$ cat src/rtl/slot_pkg.sv
package slot_pkg;
  localparam int unsigned VM_COUNT  = 2;
  localparam int unsigned VM_WORDS  = 8;
  localparam int unsigned WORD_W    = $clog2(VM_WORDS);
  localparam int unsigned ADDR_W    = WORD_W + 2;

  typedef struct packed {
    logic              vm;
    logic [WORD_W-1:0] word;
    logic              lane_lo;
    logic              lane_hi;
  } slot_sel_t;
endpackage

$ cat src/rtl/slot_decode.sv
module slot_decode
  import slot_pkg::*;
(
  input  logic [ADDR_W-1:0] addr,
  input  logic              bhe_n,
  output slot_sel_t         sel
);
  always_comb begin
    sel.vm      = addr[ADDR_W-1];
    sel.word    = addr[ADDR_W-2:1];
    sel.lane_lo = ~addr[0];
    sel.lane_hi = ~bhe_n;
  end
endmodule

$ cat src/rtl/slot_vmod.sv
module slot_vmod
  import slot_pkg::*;
#(
  parameter logic [7:0] ID_CODE = 8'h00,
  parameter bit         FITTED  = 1'b1
) (
  input  logic              clk,
  input  logic              rst_n,
  input  logic              we,
  input  logic [WORD_W-1:0] word,
  input  logic              lane_lo,
  input  logic              lane_hi,
  input  logic [15:0]       wdata,
  output logic [15:0]       rword
);
  localparam int unsigned NBYTES = 2 * VM_WORDS;

  generate
    if (FITTED) begin : g_fitted
      logic [NBYTES-1:0][7:0] bank;

      always_ff @(posedge clk) begin
        if (!rst_n) begin
          bank <= '0;
        end else if (we) begin
          if (lane_lo && (word != '0)) bank[{word, 1'b0}] <= wdata[7:0];
          if (lane_hi)                 bank[{word, 1'b1}] <= wdata[15:8];
        end
      end

      always_comb begin
        rword[15:8] = bank[{word, 1'b1}];
        rword[7:0]  = (word == '0) ? ID_CODE : bank[{word, 1'b0}];
      end

      // registers change only on a committed write
      a_r10_hold_without_write: assert property (@(posedge clk) disable iff (!rst_n)
        !we |=> $stable(bank));
    end else begin : g_absent
      logic unused_inputs;
      assign unused_inputs = ^{clk, rst_n, we, word, lane_lo, lane_hi, wdata};
      assign rword = '0;
    end
  endgenerate
endmodule

$ cat src/rtl/slot_wait.sv
module slot_wait #(
  parameter int unsigned WAIT_CYCLES = 3
) (
  input  logic clk,
  input  logic rst_n,
  input  logic sel_n,
  output logic wait_oe
);
  localparam int unsigned CNT_W = $clog2(WAIT_CYCLES + 1);
  localparam logic [CNT_W-1:0] CNT_MAX = CNT_W'(WAIT_CYCLES);

  logic [CNT_W-1:0] cnt;

  always_ff @(posedge clk) begin
    if (!rst_n || sel_n) cnt <= '0;
    else if (cnt != CNT_MAX) cnt <= cnt + 1'b1;
  end

  assign wait_oe = !sel_n && (cnt != CNT_MAX);

  // a freshly asserted select always starts with the wait request raised
  a_r9_wait_on_new_select: assert property (@(posedge clk) disable iff (!rst_n)
    (!sel_n && $past(sel_n)) |-> wait_oe);
endmodule

$ cat src/rtl/slot_regs_top.sv
module slot_regs_top
  import slot_pkg::*;
#(
  parameter logic [7:0]          ID_VM0      = 8'h51,
  parameter logic [7:0]          ID_VM1      = 8'h52,
  parameter logic [VM_COUNT-1:0] FITTED      = '1,
  parameter int unsigned         WAIT_CYCLES = 3
) (
  input  logic        clk,
  input  logic        rst_n,
  input  logic        sel_n,
  input  logic        ale,
  input  logic [4:0]  addr,
  input  logic        bhe_n,
  input  logic        rd_n,
  input  logic        wr_n,
  input  logic        den_n,
  input  logic        dtr_n,
  input  logic [15:0] data_in,
  output logic [15:0] data_out,
  output logic        data_oe,
  output logic        wait_oe
);
  slot_sel_t sel;
  logic      rd_prev, wr_prev, armed, rd_hit;
  logic      go_rd, go_wr;
  logic [15:0] rdata_q;
  logic [VM_COUNT-1:0]       vm_we;
  logic [VM_COUNT-1:0][15:0] vm_word;

  slot_decode u_dec (.addr(addr[ADDR_W-1:0]), .bhe_n(bhe_n), .sel(sel));

  // A strobe commits only on its first falling edge after an ale pulse
  assign go_rd = armed && !ale && !sel_n && rd_prev && !rd_n;
  assign go_wr = armed && !ale && !sel_n && wr_prev && !wr_n && rd_n;

  always_ff @(posedge clk) begin
    if (!rst_n) begin
      rd_prev <= 1'b1;
      wr_prev <= 1'b1;
      armed   <= 1'b0;
      rd_hit  <= 1'b0;
      rdata_q <= '0;
    end else begin
      rd_prev <= rd_n;
      wr_prev <= wr_n;
      if (ale)                armed <= 1'b1;
      else if (go_rd || go_wr) armed <= 1'b0;
      if (ale || sel_n)       rd_hit <= 1'b0;
      else if (go_rd)         rd_hit <= 1'b1;
      if (go_rd)              rdata_q <= vm_word[sel.vm];
    end
  end

  generate
    for (genvar v = 0; v < VM_COUNT; v++) begin : g_vm
      assign vm_we[v] = go_wr && (sel.vm == v[0]);
      slot_vmod #(
        .ID_CODE (v == 0 ? ID_VM0 : ID_VM1),
        .FITTED  (FITTED[v])
      ) u_vm (
        .clk     (clk),
        .rst_n   (rst_n),
        .we      (vm_we[v]),
        .word    (sel.word),
        .lane_lo (sel.lane_lo),
        .lane_hi (sel.lane_hi),
        .wdata   (data_in),
        .rword   (vm_word[v])
      );
    end
  endgenerate

  assign data_oe  = rd_hit && !den_n && !dtr_n;
  assign data_out = data_oe ? rdata_q : '0;

  slot_wait #(.WAIT_CYCLES(WAIT_CYCLES)) u_wait (
    .clk(clk), .rst_n(rst_n), .sel_n(sel_n), .wait_oe(wait_oe));

  // a write reaches at most one virtual module
  a_r2_single_target: assert property (@(posedge clk) disable iff (!rst_n)
    $onehot0(vm_we));
  // no two commits in a row without a fresh latch pulse
  a_r7_one_commit: assert property (@(posedge clk) disable iff (!rst_n)
    (go_rd || go_wr) |=> !(go_rd || go_wr));
  // the bus is driven only under the host's enable and direction
  a_r8_drive_gated: assert property (@(posedge clk) disable iff (!rst_n)
    data_oe |-> (!den_n && !dtr_n && !sel_n));
endmodule

$ cat config.mk
export PLATFORM = sky130hd
export DESIGN_NAME = slot_regs_top
export DESIGN_NICKNAME = d
export VERILOG_FILES = /design/src/rtl/slot_pkg.sv /design/src/rtl/slot_decode.sv /design/src/rtl/slot_vmod.sv /design/src/rtl/slot_wait.sv /design/src/rtl/slot_regs_top.sv
export SDC_FILE = /design/constraint.sdc
export NUM_CORES = 1
export LEC_CHECK = 0
export ABC_CLOCK_PERIOD_IN_PS = 2000
export CAP_MARGIN = 30
export CORE_UTILIZATION = 35
export DETAILED_ROUTE_END_ITERATION = 10
export HOLD_SLACK_MARGIN = 0.1
export PLACE_DENSITY = 0.57
export SYNTH_ARGS = -nofsm -noshare
export SYNTH_HDL_FRONTEND = slang
export SYNTH_SLANG_ARGS = --single-unit
$ cat constraint.sdc
create_clock -name clk -period 2 [get_ports clk]
set_clock_uncertainty 0.1 [all_clocks]
set_input_delay 0.4 -clock clk [delete_from_list [all_inputs] [get_ports clk]]
set_output_delay 0.4 -clock clk [all_outputs]
set_load 0.005 [all_outputs]
**Yosys cells after proc, flatten, opt, wreduce, memory -nomap -nowiden**

Index checks and enable logic that the tools add are counted.

- Register bits after elaboration: 278
- Input bits: 30
- Output and inout bits: 18
- Word-level logic and storage cells: 108

- Add/sub/neg operators: 1
- Order comparisons: 5
- Equal/unequal tests: 1
- Muxes and demuxes: 31
- Bitwise operators: 3
- Reductions and logical operators: 29

Operator list:

| operator | number |
|---|---|
| $mux 128 | 8 |
| $bwmux 128 | 4 |
| $bmux 8 s3 | 4 |
| $mux 8 | 8 |
| $demux 8 s3 | 2 |
| $mux 16 | 3 |
| $logic_and 1x1->1 | 15 |
| $lt 4x5->1 const B | 2 |
| $ge 4x1->1 const B | 2 |
| $logic_not 1->1 | 7 |
| $logic_not 3->1 | 1 |
| $logic_or 1x1->1 | 3 |
| $not 1->1 | 3 |
| $reduce_bool 3->1 | 1 |
| $add 2x1->2 const B | 1 |
| $lt 1x2->1 const B | 1 |
| $mux 1 | 2 |
| $ne 2x2->1 const B | 1 |
| $reduce_bool 2->1 | 1 |
| $reduce_or 2->1 | 1 |

**Depth between registers and ports, before layout**

Gate-level depths: netlist (run 1).

- Depth after elaboration: 11
- Depth in mapped cells: 8
- Gate-level depth less buffers: 5

**Cells and area by module**

From an unflattened synthesis (run 1), not the netlist that was laid out.

- Cell total of the unflattened synthesis: 1,515
- Area, all modules: 13,246.5 µm²

By module, submodules not included:

| module | times used | cells an instance | area an instance (µm²) | seq. area each (µm²) |
|---|---|---|---|---|
| slot_vmod (g_vm[0].u_vm) | 1 | 705 | 6,050.8 | 2,402.3 |
| slot_vmod (g_vm[1].u_vm) | 1 | 683 | 5,980.7 | 2,402.3 |
| slot_regs_top | 1 | 112 | 1,088.5 | 400.4 |
| slot_wait | 1 | 9 | 88.8 | 40.0 |
| slot_decode | 1 | 6 | 37.5 | 0.0 |

**Worst setup path before layout (run 1)**

OpenSTA, ideal clock, no wires.

- Kind: in2reg
- Start point: in ale
- End point: reg g_vm[1].u_vm.g_fitted.bank[48] (netlist bit)
- Library setup time: 0.116 ns
- Arrival time: 1.893 ns
- Required time: 1.784 ns
- Path slack: -0.109 ns
- Stages on the path: 6
- Buffers on the path: 1
- Path through: or3b_4 or3_4 buf_2 nor2_8 mux2i_1 nor2b_1

- Longest elaborated chain between the ends: 7

Ends and longest elaborated chain:

| element | line | source |
|---|---|---|
| from (decl) | slot_regs_top.sv:12 | `input logic ale,` |
| $logic_not 1->1 | slot_regs_top.sv:35 | `assign go_wr = armed && !ale && !sel_n && wr_prev && !wr_n && rd_n;` |
| $logic_and 1x1->1 (5 in series) | slot_regs_top.sv:35 |  |
| $logic_and 1x1->1 | slot_regs_top.sv:57 | `assign vm_we[v] = go_wr && (sel.vm == v[0]);` |
| to (signal, indexed assignment) | slot_vmod.sv:26 | `if (lane_lo && (word != '0)) bank[{word, 1'b0}] <= wdata[7:0];` |
| to (signal, indexed assignment) | slot_vmod.sv:27 | `if (lane_hi) bank[{word, 1'b1}] <= wdata[15:8];` |
| to (decl) | slot_vmod.sv:20 | `logic [NBYTES-1:0][7:0] bank;` |

No other way between the ends.
A chain may end at the register's enable or synchronous reset.

**Final worst setup path (run 1)**

- Start point: in den_n
- End point: out data_out[5]

- Longest elaborated chain between the ends: 4

Ends and longest elaborated chain:

| element | line | source |
|---|---|---|
| from (decl) | slot_regs_top.sv:17 | `input logic den_n,` |
| $logic_not 1->1 | slot_regs_top.sv:74 | `assign data_oe = rd_hit && !den_n && !dtr_n;` |
| $logic_and 1x1->1 (2 in series) | slot_regs_top.sv:74 |  |
| $mux 16 | slot_regs_top.sv:75 | `assign data_out = data_oe ? rdata_q : '0;` |
| to (decl) | slot_regs_top.sv:20 | `output logic [15:0] data_out,` |

No other way between the ends.

==> run metrics, run 1 <==
status=finished with violations; failing checks=setup timing; diode count=0; clock edge transition at the registers on the reported setup and hold paths=approximately 50 ps; Clk Tree Root Cell=clkbuf_16; hpwl dp=a little under 30 mm; Peak VDD IR=0.0004583 V; Combinational Power Share=8.3%; ys flop type=dfxtp_1; crit path time final=2212 ps; crit path launch type=input pin; clock tree buffer depth=3; via/cell ratio=5.355; Power Density=725.9 mW/mm²; Hold Crit Depth=2; Final Instance Area=roughly 0.016 mm²; Final #Nets=1596; Clock Latency Late Sink=560 ps; sequential share of the synthesized area=43.06%; Synth top area share=a little over two fifths; Yosys reg bits=266; hold slack=163.4 ps; number of global-route vias before repair=10.66k; CP required=approximately 1500 ps; Die W=190.0 µm; area grow syn2layout=29.97%; core area=0.03463 mm²; Routed Antenna Nets=0; Final Setup Violations=25; Period Utilization, post-route=110.6%; CTS tree=built; Clk network pwr share=46.1%; Critical Path Fanout Max=3; Final GP Congestion=0.8937; pre-CTS setup slack=-575.8 ps; total CTS buffers=29; number of enable flip-flop cells after synthesis=0; Setup WS post-layout=-212.0 ps; drt total wl=~42 mm; Flop pwr share=a little under half; setup TNS=-2415 ps; total power=11.67 mW; RSZ-0062 raised after global routing=yes; Lkg Pwr=5.917 nW; critical path class=input pin to primary output; DR vias=approximately 11k; Clock Sinks=266; initial antenna violation count=0; Syn Area/Cell=9.008 µm²; gr usage total=between 20% and 30%; CP endpoint kind=primary output; Rel. slew slack=49.51%; syn nets=1404; I/O pins=between 40 and 50; R2R depth=6; endpoints failing hold=0; row count=68; dpl cell area=0.01485 mm²; Multi-input gate area=0.006689 mm²; Unique masters post-synth=62; die area=0.03609 mm²; initial core utilization=35.72%; switch share=roughly a quarter; Max stage delay on crit path=~450 ps; drt first pass iters=5; Residual DRC=0; Initial DRC Count=780; Slew @ Worst Pin=754.6 ps; Post-CTS Hold Fix Bufs=0; area leader, netlist=dfxtp_1; register area=~0.0053 mm²; H-tree Lvls=1; DR WL/cell=20.53 µm; global-route wire length before repair=63.96 mm; PortBufs=between 40 and 50; crit-path cells=clkdlybuf4s50_1 > nor3b_4 > buf_6 > buf_12 > buf_6 > and2_4 > buf_6; Async SR Flop Fraction=0%; number of fill cells=about 3.3k; Cell Area, Synth=around 0.012 mm²; Synth warnings=0; Crit-path slowest cell=clkdlybuf4s50_1; most frequent cell on the critical path=buf_6; maximum clock rate=0.4521 GHz; largest net degree at the start of global routing=49; Power Internal=~8.9 mW; final global-route overflow total=0; switching power=2.746 mW; top cells by area, synth=dfxtp_1, mux2i_1, a21boi_0, nand2_1, nor2b_1; die height=190.0 µm; Syn Inst Count=1373; critical path arrival=1710 ps; final slew viol count=0; Max-Cap Viols=0; Min-Delay Path Class=input pin to flip-flop; share of layout cells above drive strength 1=about a quarter
metal layers:
metal  vias up  part of all wire [%]  global-route usage, %
met5         -                     0                      0
met4         0                   2.8                  8.189
met3        69                   5.4                  3.007
met2       313                    45                  36.20
met1      5299                    47                  32.23
li1       5243                     -                      -
cell families (layout without fill, tap and decap cells):
family | Yosys count | in the layout | synth area share, %
muxes | 152 | 152 | 13.32
DFF | 266 | 266 | 43.06
and+or+nand+nor | 474 | 474 | 19.37
xor gates and xnor gates | 1 | 1 | 0.07083
adders and majority gates | 1 | 1 | 0.1011
buffers and inverters | 117 | 329 | 3.723
AOI/OAI and AO/OA | 362 | 362 | 20.35
power by group through the flow:
stage                     logic (mW)  registers (mW)  clock network [mW]
after floorplan                0.411            5.43                   0
after global placement         0.944            5.43                   0
after detailed placement       0.945            5.43                   0
after CTS                      0.949            5.32                5.47
after global routing            1.01            5.32                5.71
final                          0.969            5.32                5.38
Yosys cell counts, drive strengths merged (2+ instances only):
cell type,count
a211oi,2
or3,2
nor4,2
buf,24
nand4,3
mux2,31
mux2i,114
nand2b,7
mux4,7
o22a,2
nor3,7
o221ai,6
o31ai,2
clkinv,2
a31oi,2
o21ai,93
a21oi,17
dfxtp,266
nor2b,98
o2bb2ai,2
nand3b,2
a32o,4
a21boi,151
and3b,3
a22oi,24
nor3b,4
o2111a,2
o2111ai,2
clkbuf,90
and2,23
o22ai,6
a22o,5
nand2,193
nand3,89
and3,5
o211ai,9
a221oi,21
nor2,34
a311oi,2
a221o,4
state kept, by name, summed over array words and instances (netlist names):
| register | count |
|---|---|
| armed | 1 |
| g_vm.u_vm.g_fitted.bank | 244 |
| rd_hit | 1 |
| rd_prev | 1 |
| rdata_q | 16 |
| u_wait.cnt | 2 |
| wr_prev | 1 |
metrics by stage:
step,utilization [%],cells
6_report,46.42,2040
5_1_grt,46.42,2040
4_1_cts,46.01,2035
3_5_place_dp,42.87,1976
3_3_place_gp,42.87,1976
2_1_floorplan,-,1373
worst paths after layout:
| kind | from | end | slack (ps) |
|---|---|---|---|
| setup reg to reg | armed | g_vm[1].u_vm.g_fitted.bank[67] | -50 |
| hold reg to reg | g_vm[0].u_vm.g_fitted.bank[121] | g_vm[0].u_vm.g_fitted.bank[121] | 350 |
| setup / recovery | den_n | data_out[5] | -210 |
| hold / removal | rst_n | g_vm[0].u_vm.g_fitted.bank[62] | 160 |
cell usage in the layout, fill, tap and decap left out, types with 6 or more instances in the layout:
master           Yosys  final
nand2_1            193    187
a21oi_1             17     17
a21boi_1             6     20
and2_1              23      8
nand2b_1             7      7
a21boi_0           145    131
dfxtp_1            266    264
o221ai_1             6      6
nor2b_1             98     98
clkdlybuf4s50_1      0     25
o211ai_1             9      9
nor2_1              28     27
o21ai_0             93     90
nand3_1             88     88
and2_4               0     15
buf_6                0     32
mux2i_1            114    114
clkbuf_16            0     30
mux2_2              31     31
buf_4                0    188
mux4_2               7      7
nand2_2              0      6
a221oi_1            21     20
o22ai_1              6      6
buf_12               0     23
clkbuf_1            90     12
a22oi_1             24     24
area by class of cell:
type / instances / area share (%)
multi-input cells: 990 / 41.61
flip-flops and latches: 266 / 33.14
repair buffers: 275 / 15.81
clock buffers: 45 / 5.137
well taps: 455 / 3.541
clock inverters: 6 / 0.6927
inverters: 3 / 0.07005
worst max-delay path: cells and delay by family:
kind,cells,cell delay [ps]
buffers and inverters,5,890
AND/OR/NAND/NOR,2,420
repair_timing:
action	4_1_cts	5_1_grt
gates cloned	1	2
resized for setup	105	43
endpoints found under the setup margin	37	160
pin swaps	8	10
buffers inserted	7	3
No activity file was read; power rests on OpenSTA's default activity.
==> run 2, diff against run 1 <==
HOLD_SLACK_MARGIN = 0.05   (was 0.1)
==> results of run 2 <==
No change in the layout: final DEF, timing and power equal those of run 1.
==> run 3, diff against run 2 <==
ABC_AREA = 0   (was unset)
PLACE_DENSITY = 0.51   (was 0.57)
==> run metrics, run 3 (synthesis gave the netlist of run 1 again) <==
status=finished with violations; failing checks=setup timing; final slew viol count=0; initial core utilization=35.72%; hold_sp=rst_n; diode count=0; DR vias=10.88k; R2R depth=6; Final GP Congestion=0.8352; total CTS buffers=30; PortBufs=47; Routed Antenna Nets=0; drt total wl=42.42 mm; crit-path cells=nor3b_4 > buf_6 > buf_6 > and2_4 > buf_6; largest net degree at the start of global routing=48; Post-CTS Hold Fix Bufs=0; Crit-path slowest cell=dfxtp_2; Power Density=approximately 750 mW/mm²; Clock Latency Late Sink=560 ps; Final #Nets=1585; Hold Crit Depth=2; drt first pass iters=5; Period Utilization, post-route=105.3%; Biggest register=g_vm.u_vm.g_fitted.bank; global-route wire length before repair=65.58 mm; CP required=1500 ps; Largest register FFs=244; clock tree buffer depth=3; number of global-route vias before repair=10.58k; Lkg Pwr=5.982 nW; Critical Path Fanout Max=4; Residual DRC=0; setup TNS=-1024 ps; Initial DRC Count=767; row count=68; via/cell ratio=roughly 5.3; maximum clock rate=about 0.47 GHz; final global-route overflow total=0; core area=0.03463 mm²; Final Setup Violations=16; Min-Delay Path Class=input pin to flip-flop; most common cell after layout, fill and taps aside=dfxtp_1; initial antenna violation count=0; crit path time final=2107 ps; Setup WS post-layout=-106.6 ps; clock edge transition at the registers on the reported setup and hold paths=60 ps; hpwl dp=29.86 mm; share of layout cells above drive strength 1=24.14%; CTS tree=built; H-tree Lvls=1; Die W=190.0 µm; endpoints failing hold=0; Clock Sinks=~270; DR WL/cell=20.87 µm; die height=190.0 µm; Slew @ Worst Pin=around 560 ps; gr usage total=between 20% and 30%; reg-to-reg endpoint=g_vm[1].u_vm.g_fitted.bank[68]; critical path arrival=1610 ps; Rel. slew slack=62.53%; reg2reg start=armed; Clk Tree Root Cell=clkbuf_16; Max stage delay on crit path=320 ps; Final Instance Area=0.01615 mm²; Largest regs=g_vm.u_vm.g_fitted.bank (244), rdata_q (16), u_wait.cnt (2); I/O pins=48; Peak VDD IR=0.0007366 V; reg-to-reg slack, setup=0 ps; Max-Cap Viols=0; Worst Hold Endpoint=g_vm[0].u_vm.g_fitted.bank[113]; critical path class=flip-flop to primary output; dpl cell area=0.01479 mm²; crit path launch type=flip-flop; CP endpoint kind=primary output; RSZ-0062 raised after global routing=yes; die area=0.03609 mm²; most frequent cell on the critical path=buf_6; area grow syn2layout=30.59%; crit path launch=rd_hit; most frequent cells in the layout=dfxtp_1, nand2_1, buf_4
==> run 3: worst max-delay path, delay by kind of cell, from the launching register on <==
kind                   cells  cell delay (ps)
and+or+nand+nor            2              340
DFF                        1              320
buffers and inverters      3              370
==> run 3: cell type report <==
cell class | instances | area [µm²]
Sequential cell | 266 | 5328
Clock buffer | 46 | 932.1
Multi-Input combinational cell | 990 | 6745
Timing Repair Buffer | 263 | 2441
Inverter | 3 | 11.26
Fill cell | 3338 | 18480
Clock inverter | 10 | 125.1
Tap cell | 455 | 569.3
==> run 3: worst max path at each step <==
| stage | slack [ps] | to | cells past startpoint |
|---|---|---|---|
| floorplan | -90 | g_vm[1].u_vm.g_fitted.bank[64] | 5 |
| detailed placement | -630 | g_vm[0].u_vm.g_fitted.bank[24] | 9 |
| global placement | -600 | g_vm[0].u_vm.g_fitted.bank[27] | 9 |
| global route | -160 | data_out[11] | 5 |
| finish | -110 | data_out[11] | 5 |
| CTS | -170 | data_out[3] | 6 |
==> run 3: per-stage QoR <==
| stage | utilization, % | hold slack (ps) | power, mW | std cells | setup slack [ps] |
|---|---|---|---|---|---|
| after global routing | 46.64 | 165.8 | 12.51 | 2033 | -155.8 |
| after floorplan | - | 316.6 | 5.843 | 1373 | -86.23 |
| after CTS | 46.24 | 151.5 | 12.22 | 2030 | -169.6 |
| after detailed placement | 42.70 | 343.0 | 6.378 | 1968 | -628.7 |
| final | 46.64 | 153.9 | 12.17 | 2033 | -106.6 |
| after global placement | 42.70 | 338.1 | 6.380 | 1968 | -602.2 |
==> run 3: layer usage <==
layer,share of wire [%],wire length (µm),track usage [%],vias to the layer above
li1,-,-,-,5229
met1,48,20420,34.12,5341
met2,46,19380,37.49,263
met3,4.8,2056,2.693,43
met4,1.3,568,4.063,0
met5,0,0,0,-
==> run 3: timing repair <==
action,CTS,global route
endpoints found under the hold margin,0,0
endpoints found under the setup margin,80,160
gates cloned,1,1
pin swaps,14,11
resized for setup,119,67
setup buffers,5,4
==> run 3: power breakdown <==
group	total, mW	switching (mW)	internal, mW
registers	5.32	0.00852	5.31
clock network	5.88	2.31	3.57
logic	0.973	0.561	0.412
total	12.2	2.88	9.30
